<file path="src/rtl/blank_erase_pkg.sv">
package blank_erase_pkg;

    typedef enum logic [1:0] {
        EK_PARAM  = 2'd0,
        EK_SECTOR = 2'd1,
        EK_BULK   = 2'd2,
        EK_RSVD   = 2'd3
    } erase_kind_e;

    typedef enum logic [2:0] {
        ST_IDLE,
        ST_CHECK,
        ST_SCAN,
        ST_ERASE,
        ST_WAIT
    } seq_state_e;

endpackage

</file>
<file path="src/rtl/blank_erase_region.sv">
module blank_erase_region #(
    parameter int AW        = 10,
    parameter int PARAM_LG  = 4,
    parameter int SECTOR_LG = 6,
    parameter int SIW       = AW - SECTOR_LG
) (
    input  logic [1:0]     kind,
    input  logic [AW-1:0]  addr,
    output logic           ok,
    output logic [AW-1:0]  base,
    output logic [AW-1:0]  last,
    output logic [SIW-1:0] first_sec,
    output logic [SIW-1:0] last_sec
);
    import blank_erase_pkg::*;

    localparam logic [AW-1:0] PMASK = {{(AW-PARAM_LG){1'b0}}, {PARAM_LG{1'b1}}};
    localparam logic [AW-1:0] SMASK = {{(AW-SECTOR_LG){1'b0}}, {SECTOR_LG{1'b1}}};
    localparam logic [AW-1:0] BMASK = {AW{1'b1}};

    logic [AW-1:0] mask;

    always_comb begin
        case (erase_kind_e'(kind))
            EK_PARAM: mask = PMASK;
            EK_BULK:  mask = BMASK;
            default:  mask = SMASK;
        endcase
        ok        = (erase_kind_e'(kind) != EK_RSVD);
        base      = addr & ~mask;
        last      = base | mask;
        first_sec = base[AW-1:SECTOR_LG];
        last_sec  = last[AW-1:SECTOR_LG];
    end

endmodule

</file>
<file path="src/rtl/blank_erase_scan.sv">
module blank_erase_scan #(
    parameter int AW = 10
) (
    input  logic          clk,
    input  logic          rst_n,
    input  logic          load,
    input  logic [AW-1:0] base,
    input  logic [AW-1:0] last,
    input  logic          enable,
    input  logic          stop,
    output logic          rd_en,
    output logic [AW-1:0] rd_addr,
    output logic          data_valid,
    output logic          data_last
);
    typedef struct packed {
        logic [AW-1:0] ptr;
        logic [AW-1:0] last;
        logic          all_issued;
        logic          rv;
        logic          rlast;
    } scan_t;

    scan_t q, d;

    always_comb begin
        d          = q;
        rd_en      = enable && !q.all_issued && !stop;
        d.rv       = rd_en;
        d.rlast    = rd_en && (q.ptr == q.last);
        if (load) begin
            d.ptr        = base;
            d.last       = last;
            d.all_issued = 1'b0;
            d.rv         = 1'b0;
            d.rlast      = 1'b0;
        end else if (rd_en) begin
            d.ptr = q.ptr + 1'b1;
            if (q.ptr == q.last) begin
                d.all_issued = 1'b1;
            end
        end
    end

    always_ff @(posedge clk or negedge rst_n) begin
        if (!rst_n) begin
            q <= '0;
        end else begin
            q <= d;
        end
    end

    assign rd_addr    = q.ptr;
    assign data_valid = q.rv;
    assign data_last  = q.rlast;

    // consecutive reads step by one word
    p_addr_step_r4: assert property (@(posedge clk) disable iff (!rst_n)
        (rd_en && $past(rd_en)) |-> (rd_addr == AW'($past(rd_addr) + 1'b1)));

    // no read once the final word's data is returning
    p_no_overrun_r4: assert property (@(posedge clk) disable iff (!rst_n)
        data_last |-> !rd_en);

endmodule

</file>
<file path="src/rtl/blank_erase_seq.sv">
module blank_erase_seq #(
    parameter int AW        = 10,
    parameter int DW        = 16,
    parameter int PARAM_LG  = 4,
    parameter int SECTOR_LG = 6,
    localparam int SIW      = AW - SECTOR_LG
) (
    input  logic           clk,
    input  logic           rst_n,
    input  logic           req_valid,
    input  logic [1:0]     req_kind,
    input  logic [AW-1:0]  req_addr,
    input  logic           blank_check_en,
    output logic           busy,
    output logic           done,
    output logic           skipped,
    output logic [SIW-1:0] stat_idx,
    input  logic           stat_ok,
    output logic           rd_en,
    output logic [AW-1:0]  rd_addr,
    input  logic [DW-1:0]  rd_data,
    output logic           erase_start,
    output logic [1:0]     erase_kind,
    output logic [AW-1:0]  erase_addr,
    input  logic           erase_done
);
    import blank_erase_pkg::*;

    typedef struct packed {
        seq_state_e     state;
        logic [1:0]     kind;
        logic [AW-1:0]  base;
        logic [SIW-1:0] sec;
        logic [SIW-1:0] last_sec;
        logic           done;
        logic           skipped;
    } regs_t;

    regs_t q, d;

    logic           reg_ok;
    logic [AW-1:0]  reg_base;
    logic [AW-1:0]  reg_last;
    logic [SIW-1:0] reg_first_sec;
    logic [SIW-1:0] reg_last_sec;
    logic           scan_load;
    logic           scan_en;
    logic           data_valid;
    logic           data_last;
    logic           zero_hit;

    blank_erase_region #(
        .AW(AW), .PARAM_LG(PARAM_LG), .SECTOR_LG(SECTOR_LG), .SIW(SIW)
    ) u_region (
        .kind      (req_kind),
        .addr      (req_addr),
        .ok        (reg_ok),
        .base      (reg_base),
        .last      (reg_last),
        .first_sec (reg_first_sec),
        .last_sec  (reg_last_sec)
    );

    blank_erase_scan #(
        .AW(AW)
    ) u_scan (
        .clk        (clk),
        .rst_n      (rst_n),
        .load       (scan_load),
        .base       (reg_base),
        .last       (reg_last),
        .enable     (scan_en),
        .stop       (zero_hit),
        .rd_en      (rd_en),
        .rd_addr    (rd_addr),
        .data_valid (data_valid),
        .data_last  (data_last)
    );

    assign zero_hit = data_valid && (rd_data != {DW{1'b1}});
    assign scan_en  = (q.state == ST_SCAN);

    always_comb begin
        d         = q;
        d.done    = 1'b0;
        d.skipped = 1'b0;
        scan_load = 1'b0;
        case (q.state)
            ST_IDLE: begin
                if (req_valid && reg_ok) begin
                    d.kind     = req_kind;
                    d.base     = reg_base;
                    d.sec      = reg_first_sec;
                    d.last_sec = reg_last_sec;
                    scan_load  = 1'b1;
                    d.state    = blank_check_en ? ST_CHECK : ST_ERASE;
                end
            end
            ST_CHECK: begin
                if (!stat_ok) begin
                    d.state = ST_ERASE;
                end else if (q.sec == q.last_sec) begin
                    d.state = ST_SCAN;
                end else begin
                    d.sec = q.sec + 1'b1;
                end
            end
            ST_SCAN: begin
                if (zero_hit) begin
                    d.state = ST_ERASE;
                end else if (data_valid && data_last) begin
                    d.done    = 1'b1;
                    d.skipped = 1'b1;
                    d.state   = ST_IDLE;
                end
            end
            ST_ERASE: begin
                d.state = ST_WAIT;
            end
            ST_WAIT: begin
                if (erase_done) begin
                    d.done  = 1'b1;
                    d.state = ST_IDLE;
                end
            end
            default: d.state = ST_IDLE;
        endcase
    end

    always_ff @(posedge clk or negedge rst_n) begin
        if (!rst_n) begin
            q <= '{state: ST_IDLE, default: '0};
        end else begin
            q <= d;
        end
    end

    assign busy        = (q.state != ST_IDLE);
    assign done        = q.done;
    assign skipped     = q.skipped;
    assign stat_idx    = q.sec;
    assign erase_start = (q.state == ST_ERASE);
    assign erase_kind  = q.kind;
    assign erase_addr  = q.base;

    // the read port is quiet while idle
    p_idle_no_read_r8: assert property (@(posedge clk) disable iff (!rst_n)
        !busy |-> !rd_en);

    // a programmed word leads to erase start on the next cycle
    p_zero_starts_erase_r5: assert property (@(posedge clk) disable iff (!rst_n)
        (scan_en && zero_hit) |=> (erase_start && !rd_en));

    // a failed sector leads to erase with no reads
    p_fail_no_scan_r3: assert property (@(posedge clk) disable iff (!rst_n)
        (q.state == ST_CHECK && !stat_ok) |=> (erase_start && !rd_en));

    // done lasts one cycle
    p_done_pulse_r9: assert property (@(posedge clk) disable iff (!rst_n)
        done |=> !done);

    // skipped appears only with done
    p_skip_with_done_r9: assert property (@(posedge clk) disable iff (!rst_n)
        skipped |-> done);

    // erase start lasts one cycle
    p_start_pulse_r10: assert property (@(posedge clk) disable iff (!rst_n)
        erase_start |=> !erase_start);

endmodule

</file>
<file path="config.mk">
export PLATFORM = sky130hd
export DESIGN_NAME = blank_erase_seq
export DESIGN_NICKNAME = d
export VERILOG_FILES = /design/src/rtl/blank_erase_pkg.sv /design/src/rtl/blank_erase_region.sv /design/src/rtl/blank_erase_scan.sv /design/src/rtl/blank_erase_seq.sv
export SDC_FILE = /design/constraint.sdc
export NUM_CORES = 1
export LEC_CHECK = 0
export ABC_AREA = 1
export BUFFER_PORTS_ARGS = -buffer_cell sky130_fd_sc_hd__buf_2
export CAP_MARGIN = 10
export CORE_ASPECT_RATIO = 0.75
export CORE_MARGIN = 4
export CORE_UTILIZATION = 50
export DETAILED_ROUTE_END_ITERATION = 8
export PLACE_DENSITY = 0.77
export SETUP_SLACK_MARGIN = 0.4
export SKIP_CTS_REPAIR_TIMING = 1
export SLEW_MARGIN = 20
export SYNTH_ARGS = -nofsm -noshare
export SYNTH_HDL_FRONTEND = slang
export SYNTH_SLANG_ARGS = --single-unit
export TNS_END_PERCENT = 5
</file>
<file path="constraint.sdc">
create_clock -name clk -period 2.2 [get_ports clk]
set_clock_uncertainty 0.05 [all_clocks]
set_input_delay 0.55 -clock clk [delete_from_list [all_inputs] [get_ports clk]]
set_output_delay 0.55 -clock clk [all_outputs]
set_load 0.02 [all_outputs]
</file>
# --- Word-level counts from Yosys, hierarchy flattened ---
# Index checks and enable logic that the tools add are counted.
word_totals:
  input_bits: 34
  out_inout_bits: 31
  wordCells: 75
  register_bits: 48
op_classes:
  bitwise: 3
  n_eq_ne: 15
  muxes: 25
  reduce_logical: 18
  addsub: 2
op_table:
  columns: ["op", "count"]
  rows:
  - ["two-way mux 23 bit", 1]
  - ["two-way mux 10 bit", 2]
  - ["one-hot mux 10 bit (2 select lines)", 1]
  - ["!= test 16 bit (second input constant)", 1]
  - ["two-way mux 3 bit", 5]
  - ["one-hot mux 3 bit (5 select lines)", 1]
  - ["adder 10 x 1 -> 10 bit (second input constant)", 1]
  - ["bitwise AND 10 bit", 1]
  - ["equality test 10 bit", 1]
  - ["!= test 2 bit (second input constant)", 5]
  - ["NOT 10 bit", 1]
  - ["bitwise OR 10 bit", 1]
  - ["two-way mux 2 bit", 4]
  - ["two-way mux 4 bit", 2]
  - ["one-hot mux 4 bit (2 select lines)", 1]
  - ["AND reduction 4 bit", 2]
  - ["two-way mux 1 bit", 7]
  - ["equality test 3 x 2 -> 1 bit (second input constant)", 2]
  - ["logical AND 1 bit", 6]
  - ["!= test 3 bit (second input constant)", 2]
  - ["nonzero test 2 bit", 3]
  - ["adder 4 x 1 -> 4 bit (second input constant)", 1]
  - ["equality test 4 bit", 1]
  - ["AND reduction 2 bit", 2]
  - ["other kinds (8)", 9]

# --- Logic depth before layout (Yosys ltp) ---
# Gate-level depths: netlist of the first run.
logic_depth:
  depth_word: 7
  depth_mapped: 10

# --- Modules after synthesis ---
# From an unflattened synthesis of the first run, not the netlist that was laid out.
unflattened:
  hier_cells: 421
  area_unflattened_um2: 3019.1
modules_own_cells:
  columns: ["module", "n_inst", "area_per_inst_um2", "cells_each"]
  rows:
  - ["blank_erase_seq", 1, 1433.9, 197]
  - ["blank_erase_scan", 1, 1347.5, 181]
  - ["blank_erase_region", 1, 237.7, 43]

# --- Worst setup path after synthesis of the first run ---
# OpenSTA, ideal clock, no wires.
synth_timing:
  path_kind: "input to output"
  from: "input rd_data[1]"
  to: "output rd_en"
  stages: 6
  arrival_ns: 1.193
  path_slack_ns: 0.407
  path_cell_list: "nand2_1 -> nor2_1 -> nand2_1 -> o21ai_2 -> nand2_4 -> clkinv_1"
synth_via:
  elab_chain_cells: 4
synth_lines:
  columns: ["item", "line", "rtl"]
  rows:
  - ["from (decl)", "blank_erase_seq.sv:21", "input logic [DW-1:0] rd_data,"]
  - ["!= test 16 bit", "blank_erase_seq.sv:80", "assign zero_hit = data_valid && (rd_data != {DW{1'b1}});"]
  - ["logical AND 1 bit", "blank_erase_seq.sv:80", null]
  - ["logical NOT 1 bit", "blank_erase_scan.sv:28", "rd_en = enable && !q.all_issued && !stop;"]
  - ["logical AND 1 bit", "blank_erase_scan.sv:28", null]
  - ["to (decl)", "blank_erase_seq.sv:19", "output logic rd_en,"]
# Every way passes these cells.

# --- Worst setup path in the final report of the first run ---
layout_timing:
  from: "input rd_data[15]"
  to: "output rd_en"
# Same word-level chain as after synthesis.

==> results.txt, run 1 <==
- Worst min path class: in2async
* Setup repair after global routing missed its margin: true
* Master cell of the clock root buffer: clkbuf_8
- VDD sags by at most 0.000771 V.
- Total inserted antenna cells: 0
* Total setup violations reported at the end of the flow: 0
- Final total negative setup slack: 0 ps
- In this run, placement finished with an instance count of 420.
- Met1 Resource Use GR: 0.258
- The Yosys step of the flow raised 0 warnings.
* Max-slew violation count: 0
- Synth unique cells: 30
- The die covers 5980 um^2.
- The first global-routing pass estimated 8810 um of wire.
- In this run the critical register-to-register path is launched from u_scan.rd_addr[0].
- Most Used Layer, Global Route: met2
* DRC viols: 0
- The signal on the critical path passes through buf_6 > nand2_2 > nor2_2 > nand2_2 > o21ai_4 > nand2_4 > clkinvlp_4 > buf_6.
- Entering global routing, the biggest net connects 38 pins.
- Number of nets in the finished design: 409
- For this design, the sink count on the clock tree is 37.
* CTS H-tree lvls: 2
- After synthesis the cells add up to 2400 um^2.
* Highest attainable clock frequency: 508 MHz
* Share of the yosys chip area belonging to registers: 0.386
- For flop-to-flop paths, the worst setup slack is 590 ps.
- At the end of routability-driven placement, the weighted congestion stood at 0.859.
* Biggest area consumer among synthesized cells: dfrtp_1
- For the finished layout, the period the worst path requires is 1970 ps.
- In this run the worst path has a maximum fanout of 3.
* Layout overhead on the synthesized area: 17.3%
* Synth top area cells: dfrtp_1 39%, nand2_1 14%, buf_4 8.1%
- Register area: 926 um^2
* Final cell count without fillers: 431
* Layout fillers: 432
* Clock Latency Late Sink: 300 ps
* Post-CTS clock slew at the launch and capture registers of the worst setup and hold paths: 80 ps
- On the worst path, the slowest cell contributes a delay of 190 ps.
- In the routed layout, each cell is associated on average with a via count of 5.01.
- The multi-input combinational cells in the finished layout cover a total of 1150 um^2.
* Synthesis-stage register bit count: 37
- The wire-length estimate of the detail-placed layout is 3960 um.
* Antenna violations before repair: 0
- In the finished design, the share of the clock period the worst path needs comes to 0.894.
- Layout cell share with drive strength beyond 1: 0.291
* Total grt overflow: 0
- In the global route stage, met3 resource usage came out at 0.0421.
- The worst setup path is of the in2out kind.
* Cells after synthesis: 331
- At the worst endpoint, the arrival time is 1370 ps.
- The flow ran to the end, and the final reports show no timing, DRC or antenna violations.
* Num CTS Buffers: 5
* Aggregate global-route resource usage: 0.191
- Measured along the x axis, the die boundary spans 87.9 um.
- The region available for standard cell placement spans 4550 um^2.
* Initial DRC Count: 97
- Worst reg2reg endpoint: u_scan.rd_addr[8]
- Met2 Resource Use GR: 0.300
- Maxcap violations: 0
- Number of buffers between clock root and the deepest sink: 2
- Count of buffers inserted at the top-level ports: 56
- Dividing the detail-routed wire length by the instance count gives 12.8 um.
- Total detailed-routing wirelength: 5520 um
* Final number of hold-violating endpoints: 0
- Vias in the first global route: 1938
- Pwr dens: 1260 nW/um^2
- The routed layout has 2160 vias.
- Of the post-synthesis cell area, the dominant cell type holds 0.386.
- Leakage: 1.56 nW
* Num rows: 21
* Worst reg-to-reg path cell count: 10
- CP endpoint kind: output port
- STA classifies the critical path startpoint as a primary input.
- Slowest CP cell: o21ai_4
- Clock tree from TritonCTS: built
- Required time reported for the critical path endpoint: 1600 ps
* Die H: 68.0 um
- Initial Util: 0.527
* Average cell area after synthesis: 7.24 um^2
* Top-level port count: 65
* Detail Route Antenna Nets: 0
- The first detailed-routing pass took 4 iterations.
==> critical path, delay by kind of cell <==
kind | cells | cell delay [ps]
AND/OR/NAND/NOR | 4 | 340
AO/OA/AOI/OAI | 1 | 190
buffers and inverters | 3 | 270
==> cell families after synthesis <==
family | share of synthesized area
compound gates | 0.0977
xor+xnor | 0.0256
other cells | 0.00157
flops | 0.386
fa+ha+maj | 0.0104
buf+inv | 0.166
simple gates | 0.313
==> cell usage after synthesis <==
cell type,number
nor3_1,6
a21oi_2,1
buf_4,26
nor3_2,1
nand2_2,6
nand4_1,5
buf_8,1
nor2_1,27
clkinv_1,1
o21ai_1,5
o21ai_2,3
inv_1,38
o22ai_1,1
nor2_2,1
xor2_1,6
a21oi_1,6
dfrtp_1,37
conb_1,1
or2_2,1
xnor2_1,1
o21ai_0,26
nand2_1,89
nand3_1,26
o21bai_1,1
buf_2,2
inv_2,5
ha_1,2
nand3_4,1
buf_6,1
nand2_4,4
==> metal layers <==
layer  part of all wire  vias to the layer above  routed length [um]
met5                  0                        -                   0
met4              0.017                        0                  96
met3              0.054                       10                 299
met2               0.46                       51                2550
met1               0.47                     1000                2570
li1                   -                     1099                   -
==> how the worst max path moves through the flow <==
stage                  to   startpoint  cells past startpoint
CTS                 rd_en        q[24]                      6
detailed placement  rd_en   rd_data[5]                      8
finish              rd_en  rd_data[15]                      8
global placement    rd_en   rd_data[5]                      8
floorplan           rd_en   rd_data[1]                      6
global route        rd_en  rd_data[14]                      8
==> cells in the final DEF, fill, tap and decap left out, types with 4 or more instances in the layout <==
| cell | instances |
|---|---|
| o21ai_1 | 5 |
| nand3_1 | 25 |
| nand2_4 | 4 |
| clkbuf_8 | 5 |
| xor2_1 | 6 |
| inv_2 | 4 |
| a21oi_1 | 6 |
| conb_1 | 4 |
| nor3_1 | 6 |
| dfrtp_1 | 37 |
| nor2_1 | 22 |
| buf_4 | 6 |
| nand2_1 | 80 |
| buf_6 | 13 |
| nor2_2 | 4 |
| nand2_2 | 15 |
| o21ai_0 | 26 |
| nand4_1 | 5 |
| buf_2 | 43 |
| inv_1 | 38 |
==> metrics by stage <==
stage / hold WS, ps / area, um^2 / power (mW) / utilization / setup WS, ps
2_1_floorplan: 204 / 2410 / 2.72 / - / 407
3_3_place_gp: 401 / 2550 / 2.90 / 0.561 / 181
3_5_place_dp: 407 / 2550 / 2.94 / 0.561 / 157
4_1_cts: 251 / 2640 / 3.43 / 0.580 / 105
5_1_grt: 292 / 2810 / 3.87 / 0.618 / 178
6_report: 236 / 2810 / 3.53 / 0.618 / 232
==> area by class of cell <==
type,count,area share
multi-input combinational,223,0.409
tap,57,0.0254
timing repair buffer,62,0.145
clock inverter,3,0.00623
clock buffer,5,0.0245
inverter,44,0.0610
sequential,37,0.329
==> flip-flops by register name, summed over array words and instances, names as in the netlist <==
name	flops
u_scan.data_last	1
done	1
skipped	1
u_scan.rd_addr	10
erase_addr	6
q	7
u_scan.data_valid	1
erase_kind	2
u_scan.q	4
stat_idx	4
==> report_power, final <==
group          internal [mW]  switching (mW)
Sequential             0.942           0.258
Combinational          0.667            1.18
Clock                  0.219           0.266
Total                   1.83            1.70
Note: power is estimated with default switching activity, not from simulation.
==> inputs of run 2 (changes only) <==
ABC_AREA = default   (was 1)
BUFFER_PORTS_ARGS = -buffer_cell sky130_fd_sc_hd__clkbuf_2   (was -buffer_cell sky130_fd_sc_hd__buf_2)
==> results.txt, run 2 <==
- The per-cell via count in the routed design came to 5.85 (was 5.01).
* Max-slew violation count: 0 (unchanged)
- Count leader, synth: dfrtp_1 (was nand2_1)
* Startpoint of the lowest-slack register-to-register path: q[24] (was u_scan.rd_addr[0])
* Leakage: 1.33 nW (was 1.56 nW)
* Register area: 928 um^2 (was 926 um^2)
- Share of synthesized cell area in full adder, half adder and majority cells: 0.0108 (was 0.0104)
- Share of synthesized area spent on multiplexers: 0.0173 (was 0)
- Layout cell share with drive strength beyond 1: 0.383 (was 0.291)
- Worst Setup Path Type: in2out (unchanged)
- The antenna diode count came to 0 (unchanged).
- The simple logic cell fraction of the synthesized area was 0.228 (was 0.313).
- The post-route fraction of the period consumed by the critical path came to 0.989 (was 0.894).
- The die outline area is 5780 um^2 (was 5980 um^2).
- Detailed Place HPWL: 3920 um (was 3960 um)
- Most frequent cells in the layout: 49 x clkbuf_2, 35 x dfrtp_1, 22 x nand2_1 (was 80 x nand2_1, 43 x buf_2, 38 x inv_1).
* Largest net degree at the start of global routing: 38 (unchanged)
- The area used by multi-input combinational logic is 1240 um^2 (was 1150 um^2).
- The remaining antenna violation count after routing was 0 (unchanged).
* Pwr dens: 1320 nW/um^2 (was 1260 nW/um^2)
* Biggest area consumer among synthesized cells: dfrtp_1 (unchanged)
* Sort of element at the start of the critical path: primary input (unchanged)
- Share of the yosys chip area belonging to registers: 0.401 (was 0.386)
* Required time reported for the critical path endpoint: 1600 ps (about the same)
- Post-CTS clock slew at the launch and capture registers of the worst setup and hold paths: 70 ps (was 80 ps)
* Synth top area cells: dfrtp_1 40%, buf_4 9.1%, nand2_1 3.9% (was dfrtp_1 39%, nand2_1 14%, buf_4 8.1%)
- Clock tree from TritonCTS: built (unchanged)
- The fraction of synthesis flops using an asynchronous set or reset pin came to 1.00 (unchanged).
- The smallest hold slack came to 248 ps (was 236 ps).
- CP endpoint kind: output port (unchanged)
- Worst-case register-to-register setup slack: 160 ps (was 590 ps)
- Antenna violations before repair: 0 (unchanged)
- The post-route DRC violation count came to 0 (unchanged).
- The H-tree depth came to 2 (unchanged).
- The worst-path maximum fanout was 2 (was 3).
- The buffer levels on the longest clock path was 2 (unchanged).
- The top flip-flop cell by instance count after synthesis is dfrtp_1 (unchanged).
* Number of enable-type register cells in the synthesized netlist: 0 (unchanged)
- Vias after detailed routing: 2029 (was 2160)
- Average cell area after synthesis: 9.47 um^2 (was 7.24 um^2)
- Setup repair after global routing missed its margin: true (unchanged).
- Main combinational cell family by area after synthesis: simple AND/OR/NAND/NOR gates (unchanged)
* Core outline area: 4470 um^2 (was 4550 um^2)
- The number of max-capacitance violations reported was 0 (unchanged).
- Initial DRC Count: 200 (was 97)
- Outcome: completed (unchanged)
- Final number of hold-violating endpoints: 0 (unchanged)
- The initial core utilization is 0.517 (was 0.527).
- The routed wire length came to 5740 um (was 5520 um).
- The class of the most critical hold timing path is in2async (unchanged).
* Routability congestion estimate: 0.896 (was 0.859)
- The total CTS buffers was 5 (unchanged).
- Layout fillers: 381 (was 432)
- Synth warnings: 0 (unchanged)
* Max rail drop VDD: 0.000725 V (was 0.000771 V)
- Total grt overflow: 0 (unchanged)
* Sinks on Clock Net: 37 (unchanged)
- Area fraction of the dominant cell type after synthesis: 0.401 (was 0.386)
- The number of unique standard cell types used by synthesis is 55 (was 30).
- Vias in the first global route: 1808 (was 1938)
- The number of top-level pins was 65 (unchanged).
* Launching instance or port of the critical path: rd_data[2] (was rd_data[15])
- The vertical die dimension was 66.9 um (was 68.0 um).
- Layout overhead on the synthesized area: 21.8% (was 17.3%)
* Data arrival at the endpoint of the critical path: 1580 ps (was 1370 ps)
* Highest attainable clock frequency: 459 MHz (was 508 MHz)
- Synthesis-stage register bit count: 37 (unchanged)
- Count of buffers inserted at the top-level ports: 56 (unchanged)
- The summed instance area of the synthesized netlist came to 2310 um^2 (was 2400 um^2).
* Number of nets in the finished design: 325 (was 409)
- The post-layout utilization of the core was 0.630 (was 0.618).
- The most frequent standard cell in the layout excluding fill and tap cells is clkbuf_2 (was nand2_1).
- The wire length of the first global-routing pass was 8490 um (was 8810 um).
- Master cell of the clock root buffer: clkbuf_8 (unchanged)
- Compound-gate portion of the synthesized area: 0.181 (was 0.0977)
* Die width: 86.5 um (was 87.9 um)
* Max FFs per register: 10 (unchanged)
- Most used standard cells in the synthesized netlist: 37 x dfrtp_1, 28 x buf_4, 24 x nand2_1 (was 89 x nand2_1, 38 x inv_1, 37 x dfrtp_1)
* Num rows: 21 (unchanged)
* Time the worst path needs with I/O delays and setup: 2180 ps (was 1970 ps)
- Average wire length per cell after detail routing: 16.5 um (was 12.8 um)
- Xor and xnor area share after synthesis: 0.0379 (was 0.0256)
- Cells after synthesis: 244 (was 331)
- Pre-Repair DR Iteration Count: 4 (unchanged)
- Aggregate global-route resource usage: 0.189 (was 0.191)
* Clock Latency Late Sink: 290 ps (was 300 ps)
- Total setup violations reported at the end of the flow: 0 (unchanged)
run 2: cell count changes after synthesis, sizes merged, moves of 4 or more:
cell,previous run,this run
nor2,28,14
o32a,0,4
nand3,27,10
mux2i,0,4
clkbuf,0,7
a21oi,7,11
a2bb2oi,0,4
and3,0,4
a211oi,0,7
inv,43,5
o21ai,34,5
nand2,99,24
nor4,0,4
a31oi,0,5
run 2: through the flow:
stage | setup WS (ps) | power, mW | TNS (ps) | cell area (um^2) | std cells
2_1_floorplan | 119 | 2.57 | 0 | 2320 | 247
3_3_place_gp | -10.2 | 2.89 | -10.2 | 2530 | 338
3_5_place_dp | -17.0 | 2.93 | -17.0 | 2530 | 338
4_1_cts | -26.0 | 3.41 | -26.0 | 2610 | 346
5_1_grt | -61.1 | 3.98 | -61.1 | 2810 | 347
6_report | 23.4 | 3.71 | 0 | 2810 | 347
run 2: final timing paths:
path | endpoint | cells after the start
hold / removal | erase_addr[6] | 2
hold reg to reg | erase_addr[4] | 2
setup / recovery | rd_en | 6
setup reg to reg | u_scan.rd_addr[6] | 5
max in group asynchronous | q[24] | 2
min in group clk | erase_addr[4] | 2
run 2: worst max-delay path, cell delays in order:
cell,delay (ps)
clkbuf_2,80
nand4_1,120
o41ai_2,440
nand2_1,170
inv_2,110
buf_6,120
run 2: report_power, final:
part           internal (mW)  switching [mW]  leakage [nW]
Clock                  0.220           0.241        0.0450
Sequential             0.919           0.287         0.455
Combinational          0.902            1.14         0.831
run 2: logic make-up (layout without fill, tap and decap cells):
family | after synthesis | in the layout
buffers and inverters | 43 | 86
muxes | 4 | 4
xor gates and xnor gates | 10 | 10
AOI/OAI and AO/OA | 54 | 54
DFF | 37 | 37
other | 1 | 4
adders and majority gates | 2 | 2
and+or+nand+nor | 93 | 93
run 2: final cells by class:
cell class / instances / share of cell area
Tap cell: 57 / 0.0254
Sequential cell: 37 / 0.330
Clock inverter: 2 / 0.00356
Timing Repair Buffer: 73 / 0.169
Multi-Input combinational cell: 167 / 0.440
Inverter: 5 / 0.00667
Clock buffer: 6 / 0.0258
run 2: per-layer routing:
metal,vias to the layer above,track usage,part of all wire,routed length [um]
li1,968,-,-,-
met1,974,0.265,0.45,2590
met2,80,0.281,0.46,2620
met3,7,0.0470,0.082,469
met4,0,0.0681,0.011,61
met5,-,0,0,0
